[config.mk]
export PLATFORM = sky130hd
export DESIGN_NAME = ucodeSequencer
export DESIGN_NICKNAME = d
export VERILOG_FILES = /design/src/rtl/ucodePkg.sv /design/src/rtl/ucodeRom.sv /design/src/rtl/nextAddrSel.sv /design/src/rtl/aluCtlDecode.sv /design/src/rtl/ucodeSequencer.sv
export SDC_FILE = /design/constraint.sdc
export NUM_CORES = 1
export LEC_CHECK = 0
export ABC_CLOCK_PERIOD_IN_PS = 2000
export BUFFER_PORTS_ARGS = -buffer_cell sky130_fd_sc_hd__buf_2
export CORE_MARGIN = 1.5
export CORE_UTILIZATION = 38
export DETAILED_ROUTE_END_ITERATION = 7
export PLACE_DENSITY = 0.74
export SLEW_MARGIN = 10
export SYNTH_ARGS = -nofsm -noshare
export SYNTH_HDL_FRONTEND = slang
export SYNTH_SLANG_ARGS = --single-unit
[constraint.sdc]
create_clock -name clk -period 2 [get_ports clk]
set_clock_uncertainty 0.05 [all_clocks]
set_input_delay 0.2 -clock clk [delete_from_list [all_inputs] [get_ports clk]]
set_output_delay 0.2 -clock clk [all_outputs]
set_load 0.02 [all_outputs]
[src/rtl/ucodePkg.sv]
package ucodePkg;

  localparam int STATE_W = 4;
  localparam int OPC_W   = 6;
  localparam int FUNCT_W = 6;
  localparam int AFN_W   = 4;

  typedef enum logic [1:0] {
    SEQ_ZERO = 2'd0,
    SEQ_DISP = 2'd1,
    SEQ_INC  = 2'd2
  } seqSel_e;

  typedef enum logic [1:0] {
    OP_ADD   = 2'd0,
    OP_SUB   = 2'd1,
    OP_OR    = 2'd2,
    OP_FUNCT = 2'd3
  } aluOp_e;

  localparam logic [1:0] SRCB_REG  = 2'b00;
  localparam logic [1:0] SRCB_FOUR = 2'b01;
  localparam logic [1:0] SRCB_IMM  = 2'b10;
  localparam logic [1:0] SRCB_IMMS = 2'b11;

  localparam logic [STATE_W-1:0] ST_FETCH   = 4'd0;
  localparam logic [STATE_W-1:0] ST_DECODE  = 4'd1;
  localparam logic [STATE_W-1:0] ST_BR_CMP  = 4'd2;
  localparam logic [STATE_W-1:0] ST_BR_TAKE = 4'd3;
  localparam logic [STATE_W-1:0] ST_RR_EXEC = 4'd4;
  localparam logic [STATE_W-1:0] ST_RR_WB   = 4'd5;
  localparam logic [STATE_W-1:0] ST_OI_EXEC = 4'd6;
  localparam logic [STATE_W-1:0] ST_OI_WB   = 4'd7;
  localparam logic [STATE_W-1:0] ST_LD_ADDR = 4'd8;
  localparam logic [STATE_W-1:0] ST_LD_MEM  = 4'd9;
  localparam logic [STATE_W-1:0] ST_LD_WB   = 4'd10;
  localparam logic [STATE_W-1:0] ST_ST_ADDR = 4'd11;
  localparam logic [STATE_W-1:0] ST_ST_MEM  = 4'd12;
  localparam logic [STATE_W-1:0] ST_LAST    = ST_ST_MEM;

  localparam logic [OPC_W-1:0] OPC_RREG = 6'b000000;
  localparam logic [OPC_W-1:0] OPC_BEQ  = 6'b000100;
  localparam logic [OPC_W-1:0] OPC_ORI  = 6'b001101;
  localparam logic [OPC_W-1:0] OPC_LOAD = 6'b100011;
  localparam logic [OPC_W-1:0] OPC_STOR = 6'b101011;

  localparam logic [AFN_W-1:0] AFN_AND = 4'b0000;
  localparam logic [AFN_W-1:0] AFN_OR  = 4'b0001;
  localparam logic [AFN_W-1:0] AFN_ADD = 4'b0010;
  localparam logic [AFN_W-1:0] AFN_SUB = 4'b0110;
  localparam logic [AFN_W-1:0] AFN_SLT = 4'b0111;
  localparam logic [AFN_W-1:0] AFN_BAD = 4'b1111;

  // Strobe word handed from the microcode table to the outputs.
  typedef struct packed {
    logic       pcWr;
    logic       pcWrCond;
    logic       pcSrc;
    logic       irLoad;
    logic       aluSelA;
    logic [1:0] aluSelB;
    aluOp_e     aluOp;
    logic       extSign;
    logic       memRd;
    logic       memWr;
    logic       memAddrSel;
    logic       regWr;
    logic       regDst;
    logic       regSrc;
    seqSel_e    seq;
  } ctrlWord_t;

  function automatic ctrlWord_t ucodeEntry(input logic [STATE_W-1:0] s);
    ctrlWord_t w;
    w = '0;
    w.aluOp = OP_ADD;
    w.seq   = SEQ_ZERO;
    case (s)
      ST_FETCH: begin
        w.pcWr = 1'b1; w.irLoad = 1'b1; w.memRd = 1'b1;
        w.aluSelB = SRCB_FOUR; w.seq = SEQ_INC;
      end
      ST_DECODE:  w.seq = SEQ_DISP;
      ST_BR_CMP: begin
        w.aluSelA = 1'b1; w.aluSelB = SRCB_REG; w.aluOp = OP_SUB;
        w.seq = SEQ_INC;
      end
      ST_BR_TAKE: begin
        w.pcWrCond = 1'b1; w.pcSrc = 1'b1;
        w.aluSelB = SRCB_IMMS; w.extSign = 1'b1;
      end
      ST_RR_EXEC: begin
        w.aluSelA = 1'b1; w.aluSelB = SRCB_REG; w.aluOp = OP_FUNCT;
        w.seq = SEQ_INC;
      end
      ST_RR_WB: begin
        w.regWr = 1'b1; w.regDst = 1'b1;
      end
      ST_OI_EXEC: begin
        w.aluSelA = 1'b1; w.aluSelB = SRCB_IMM; w.aluOp = OP_OR;
        w.seq = SEQ_INC;
      end
      ST_OI_WB:   w.regWr = 1'b1;
      ST_LD_ADDR, ST_ST_ADDR: begin
        w.aluSelA = 1'b1; w.aluSelB = SRCB_IMM; w.extSign = 1'b1;
        w.seq = SEQ_INC;
      end
      ST_LD_MEM: begin
        w.memRd = 1'b1; w.memAddrSel = 1'b1; w.seq = SEQ_INC;
      end
      ST_LD_WB: begin
        w.regWr = 1'b1; w.regSrc = 1'b1;
      end
      ST_ST_MEM: begin
        w.memWr = 1'b1; w.memAddrSel = 1'b1;
      end
      default: w.seq = SEQ_ZERO;
    endcase
    return w;
  endfunction

endpackage

[src/rtl/ucodeRom.sv]
module ucodeRom
  import ucodePkg::*;
#(
  parameter int STATE_BITS = ucodePkg::STATE_W
) (
  input  logic [STATE_BITS-1:0] uState,
  output ctrlWord_t             word
);
  localparam int DEPTH = 1 << STATE_BITS;

  ctrlWord_t romTable [DEPTH];

  for (genvar i = 0; i < DEPTH; i++) begin : g_row
    assign romTable[i] = ucodeEntry(STATE_W'(i));
  end

  assign word = romTable[uState];
endmodule

[src/rtl/nextAddrSel.sv]
module nextAddrSel
  import ucodePkg::*;
#(
  parameter int STATE_BITS = ucodePkg::STATE_W,
  parameter int OPC_BITS   = ucodePkg::OPC_W
) (
  input  logic                  clk,
  input  logic                  rst,
  input  logic [OPC_BITS-1:0]   opcode,
  input  seqSel_e               seq,
  output logic [STATE_BITS-1:0] uState,
  output logic                  illegalOp
);
  logic                  dispHit;
  logic [STATE_BITS-1:0] dispTarget;
  logic [STATE_BITS-1:0] nextState;
  logic                  illegalNext;

  // Opcode dispatch table: first micro-state of each instruction class.
  always_comb begin
    dispHit    = 1'b1;
    dispTarget = ST_FETCH;
    case (opcode)
      OPC_RREG: dispTarget = ST_RR_EXEC;
      OPC_BEQ:  dispTarget = ST_BR_CMP;
      OPC_ORI:  dispTarget = ST_OI_EXEC;
      OPC_LOAD: dispTarget = ST_LD_ADDR;
      OPC_STOR: dispTarget = ST_ST_ADDR;
      default:  dispHit    = 1'b0;
    endcase
  end

  always_comb begin
    case (seq)
      SEQ_INC:  nextState = uState + STATE_BITS'(1);
      SEQ_DISP: nextState = dispTarget;
      default:  nextState = ST_FETCH;
    endcase
    illegalNext = (seq == SEQ_DISP) && !dispHit;
  end

  always_ff @(posedge clk) begin
    if (rst) begin
      uState    <= ST_FETCH;
      illegalOp <= 1'b0;
    end else begin
      uState    <= nextState;
      illegalOp <= illegalNext;
    end
  end

  // fetch is always followed by decode
  a_r2_fetch_then_decode: assert property (@(posedge clk) disable iff (rst)
    uState == ST_FETCH |=> uState == ST_DECODE);

  // decode lands on a class entry state or back on fetch
  a_r3_dispatch_target: assert property (@(posedge clk) disable iff (rst)
    uState == ST_DECODE |=> (uState == ST_FETCH || uState == ST_BR_CMP ||
      uState == ST_RR_EXEC || uState == ST_OI_EXEC ||
      uState == ST_LD_ADDR || uState == ST_ST_ADDR));

  // the flag only appears on the fetch state reached from decode
  a_r9_illegal_at_fetch: assert property (@(posedge clk) disable iff (rst)
    illegalOp |-> (uState == ST_FETCH && $past(uState) == ST_DECODE));

  // the flag lasts one cycle
  a_r9_illegal_pulse: assert property (@(posedge clk) disable iff (rst)
    illegalOp |=> !illegalOp);

  // no unused micro-state is ever reached
  a_r11_state_range: assert property (@(posedge clk) disable iff (rst)
    uState <= ST_LAST);
endmodule

[src/rtl/aluCtlDecode.sv]
module aluCtlDecode
  import ucodePkg::*;
#(
  parameter int FUNCT_BITS = ucodePkg::FUNCT_W,
  parameter int AFN_BITS   = ucodePkg::AFN_W
) (
  input  aluOp_e                aluOp,
  input  logic [FUNCT_BITS-1:0] funct,
  output logic [AFN_BITS-1:0]   aluFunc
);
  logic [AFN_BITS-1:0] fromFunct;

  always_comb begin
    case (funct)
      6'b100000: fromFunct = AFN_ADD;
      6'b100010: fromFunct = AFN_SUB;
      6'b100100: fromFunct = AFN_AND;
      6'b100101: fromFunct = AFN_OR;
      6'b101010: fromFunct = AFN_SLT;
      default:   fromFunct = AFN_BAD;
    endcase
  end

  always_comb begin
    case (aluOp)
      OP_SUB:   aluFunc = AFN_SUB;
      OP_OR:    aluFunc = AFN_OR;
      OP_FUNCT: aluFunc = fromFunct;
      default:  aluFunc = AFN_ADD;
    endcase
  end
endmodule

[src/rtl/ucodeSequencer.sv]
module ucodeSequencer
  import ucodePkg::*;
#(
  parameter int STATE_BITS = ucodePkg::STATE_W,
  parameter int OPC_BITS   = ucodePkg::OPC_W,
  parameter int FUNCT_BITS = ucodePkg::FUNCT_W,
  parameter int AFN_BITS   = ucodePkg::AFN_W
) (
  input  logic                  clk,
  input  logic                  rst,
  input  logic [OPC_BITS-1:0]   opcode,
  input  logic [FUNCT_BITS-1:0] funct,
  input  logic                  aluEqual,
  output logic [STATE_BITS-1:0] uState,
  output logic                  pcWrite,
  output logic                  pcSrc,
  output logic                  irLoad,
  output logic                  aluSelA,
  output logic [1:0]            aluSelB,
  output logic [AFN_BITS-1:0]   aluFunc,
  output logic                  extSign,
  output logic                  memRead,
  output logic                  memWrite,
  output logic                  memAddrSel,
  output logic                  regWrite,
  output logic                  regDst,
  output logic                  regSrc,
  output logic                  illegalOp
);
  ctrlWord_t ctl;

  ucodeRom #(.STATE_BITS(STATE_BITS)) rom_i (
    .uState (uState),
    .word   (ctl)
  );

  nextAddrSel #(.STATE_BITS(STATE_BITS), .OPC_BITS(OPC_BITS)) seq_i (
    .clk       (clk),
    .rst       (rst),
    .opcode    (opcode),
    .seq       (ctl.seq),
    .uState    (uState),
    .illegalOp (illegalOp)
  );

  aluCtlDecode #(.FUNCT_BITS(FUNCT_BITS), .AFN_BITS(AFN_BITS)) alu_i (
    .aluOp   (ctl.aluOp),
    .funct   (funct),
    .aluFunc (aluFunc)
  );

  assign pcWrite    = ctl.pcWr | (ctl.pcWrCond & aluEqual);
  assign pcSrc      = ctl.pcSrc;
  assign irLoad     = ctl.irLoad;
  assign aluSelA    = ctl.aluSelA;
  assign aluSelB    = ctl.aluSelB;
  assign extSign    = ctl.extSign;
  assign memRead    = ctl.memRd;
  assign memWrite   = ctl.memWr;
  assign memAddrSel = ctl.memAddrSel;
  assign regWrite   = ctl.regWr;
  assign regDst     = ctl.regDst;
  assign regSrc     = ctl.regSrc;

  // the PC is written only in fetch and branch completion
  a_r4_pc_write_states: assert property (@(posedge clk) disable iff (rst)
    pcWrite |-> (uState == ST_FETCH || uState == ST_BR_TAKE));

  // memory never reads and writes in one cycle
  a_r7_mem_exclusive: assert property (@(posedge clk) disable iff (rst)
    !(memRead && memWrite));

  // data accesses address memory through the ALU result
  a_r7_data_addr: assert property (@(posedge clk) disable iff (rst)
    ((memRead || memWrite) && uState != ST_FETCH) |-> memAddrSel);

  // instruction fetch addresses memory with the PC
  a_r2_fetch_addr: assert property (@(posedge clk) disable iff (rst)
    irLoad |-> (!memAddrSel && memRead));

  // register writes follow an execute or memory state
  a_r5_write_after_exec: assert property (@(posedge clk) disable iff (rst)
    regWrite |-> ($past(uState) == ST_RR_EXEC || $past(uState) == ST_OI_EXEC ||
      $past(uState) == ST_LD_MEM));
endmodule

==> results.cfg <==
[clock_network]
cts_hold_buffers = 0
cts-root-buf = clkbuf_4
cts_tree = built
cts_sinks = 5
path_clk_slew_ns = 0.05
numCtsBuffers = 3
cts_max_level = 1
clockBufferDepth = 2
insertion_delay_ns = 0.25

[place]
io_buffers = 36
gp_congestion = 0.842
post-dp-hpwl_mm = 1.44
placed_area_sq_um = 893
dp_slack_ns = 0.00153

[grt]
grt_start_max_net_pins = 15
grt.busiest_layer = met2
grt_usage_pct = 20.0
first_global_vias = 679
gr-usage-met1_pct = 23.6
grt_pass1_wl_mm = 2.88
grt_remaining_overflow = 0
antenna_found_initial = 0
use_met2_pct = 35.9
gr-usage-met3_pct = 4.90

[logic_synthesis]
synth-main-ff-cell = dfxtp_1
synth.top_cell.area_share_pct = 15.7
synth_edf_count = 0
ys_ff_latch = 5
syn_inst = 88
ys_async_sr_fraction_pct = 0
syn_area_per_cell_sq_um = 7.27
yosysUniqueCellTypes = 34
synth_warnings = 0
ys_seq_area_share_pct = 15.7
yosysTopAreaCell = dfxtp_1
synth_area_sq_um = 639
synthTopCellsByArea = dfxtp_1 (16%), ha_1 (16%), a21oi_1 (6.3%)
syn-num-nets = 111

[route]
via_count = 797
firstDrtPassIters = 4
post-route-drc-count = 0
drt-total-wl_mm = 1.84
viasPerCell = 5.28
drtIter0Drc = 11
ant_nets = 0
post_drt_wl_per_cell_microns = 12.2

[pwr]
ir_worst_vdd_v = 0.000546
p_leak_nw = 0.489
pwr_density_cell_nw_per_um2 = 921
finalPower_mw = 0.909

[sta]
finalCriticalPeriod_ns = 1.94
drv_slew = 0
finalSetupTns_ns = 0
finalWorstSetupSlack_ns = 0.0561
hold_ws_ns = 0.111
setup_violations = 0
tightest_slew_ns = 0.450
rsz0062_at_grt = true
fmax_mhz = 514
fin_crit_sh_pct = 97.2
hold_viol_final = 0
relSlewSlack_pct = 69.2

[worst_setup_path]
crit_slowest_cell = or4b_4
worstPathRequired_ns = 2.11
path_depth = 7
critical_path_buf_inv_count = 1
worst-path-max-fanout = 6
ff2ff_path_depth = 7
slowest_delay_ns = 0.52
start_kind = flip-flop
critPathCaptureType = flip-flop
crit_type = reg -> reg
r2r_setup_slack_ns = 0.06
arrival_ns = 2.05
critPathTopFamily = simple AND/OR/NAND/NOR gates
cp_cell_sequence = inv_4 > ha_4 > a2bb2oi_2 > ha_1 > or2_1 > or4b_4 > o31ai_2

[layout]
nets = 159
design_area_sq_um = 987
antenna_cells = 0
fill_cells = 148
area_growth_pct = 54.4
layout-drive-gt1-share_pct = 47.4

[hold_path]
whs_path_depth = 2
min_path_type = in -> reg

[floorplan]
die_h_microns = 44.0
core-area_sq_um = 1540
num_rows = 14
die_x_microns = 44.0
initial_core_util_pct = 41.5
die_area_sq_um = 1940
io_pins = 37

[status]
status = completed

[flow_run]
maxCapViolations = 0
state kept, by name, indices dropped and copies added (netlist names):
register         count
seq_i.illegalOp      1
seq_i.uState         4
per-layer routing:
layer / wire [microns] / share of wire (%)
met5: 0 / 0
met3: 93 / 5.1
met1: 777 / 42
met2: 968 / 53
met4: 0 / 0
Yosys cell counts (2+ instances only):
cell type  n
and3_1     4
a21oi_1    8
nand3_1    4
and2_1     2
or4b_1     2
mux2i_1    2
ha_1       8
nand2b_1   2
o21ai_0    3
nand2_1    6
nor2_1     6
inv_1      9
nor3_1     2
dfxtp_1    5
xnor2_1    2
nor2b_1    5
metrics by stage:
stage | util (%) | std cells
after global routing | 64.0 | 151
after CTS | 60.5 | 149
after detailed placement | 58.0 | 144
after global placement | 58.0 | 144
after floorplan | - | 88
final | 64.0 | 151
area by class of cell:
cell class	instances	area (sq um)	share of cell area, %
well taps	16	20.0	2.03
flip-flops and latches	5	113	11.4
repair buffers	45	248	25.1
multi-input cells	72	544	55.1
inverters	9	36.3	3.68
clock buffers	4	26.3	2.66
power by group:
group / total (mW) / internal [mW] / switching, mW
Clock: 0.118 / 0.0755 / 0.0426
Sequential: 0.157 / 0.125 / 0.0319
Combinational: 0.635 / 0.268 / 0.366
timing repair:
action	in CTS	in global routing
buffers inserted	1	2
pin swaps	1	5
resized for setup	1	10
gates cloned	0	0
setup endpoints to repair	1	3
final timing paths:
path	from	end
min reg2reg	seq_i.uState[0]	seq_i.uState[3]
max	seq_i.uState[0]	seq_i.uState[3]
min	rst	seq_i.illegalOp
max reg2reg	seq_i.uState[0]	seq_i.uState[3]
cells by family (layout without fill, tap and decap cells):
kind of cell	after synthesis	count (layout)	share of synthesized area (%)
and+or+nand+nor	37	37	32.9
DFF	5	5	15.7
muxes	2	2	3.13
xor gates and xnor gates	2	2	2.74
adders and majority gates	8	8	15.7
AOI/OAI and AO/OA	23	23	23.3
buffers and inverters	11	58	6.65
cells in the final DEF, fill, tap and decap left out, types with 2 or more instances in the layout:
| cell type | Yosys | routed |
|---|---|---|
| nand2_1 | 6 | 6 |
| mux2i_1 | 2 | 2 |
| inv_2 | 0 | 2 |
| and3_1 | 4 | 4 |
| buf_2 | 1 | 36 |
| dfxtp_4 | 0 | 3 |
| nor3_1 | 2 | 2 |
| o21ai_0 | 3 | 3 |
| xnor2_1 | 2 | 2 |
| buf_4 | 0 | 9 |
| nand2b_1 | 2 | 2 |
| a21oi_1 | 8 | 8 |
| ha_4 | 0 | 2 |
| clkbuf_4 | 0 | 3 |
| ha_1 | 8 | 5 |
| nor2_1 | 6 | 6 |
| inv_1 | 9 | 6 |
| nand3_1 | 4 | 4 |
| nor2b_1 | 5 | 4 |
Power figures use the tool's default switching activity.
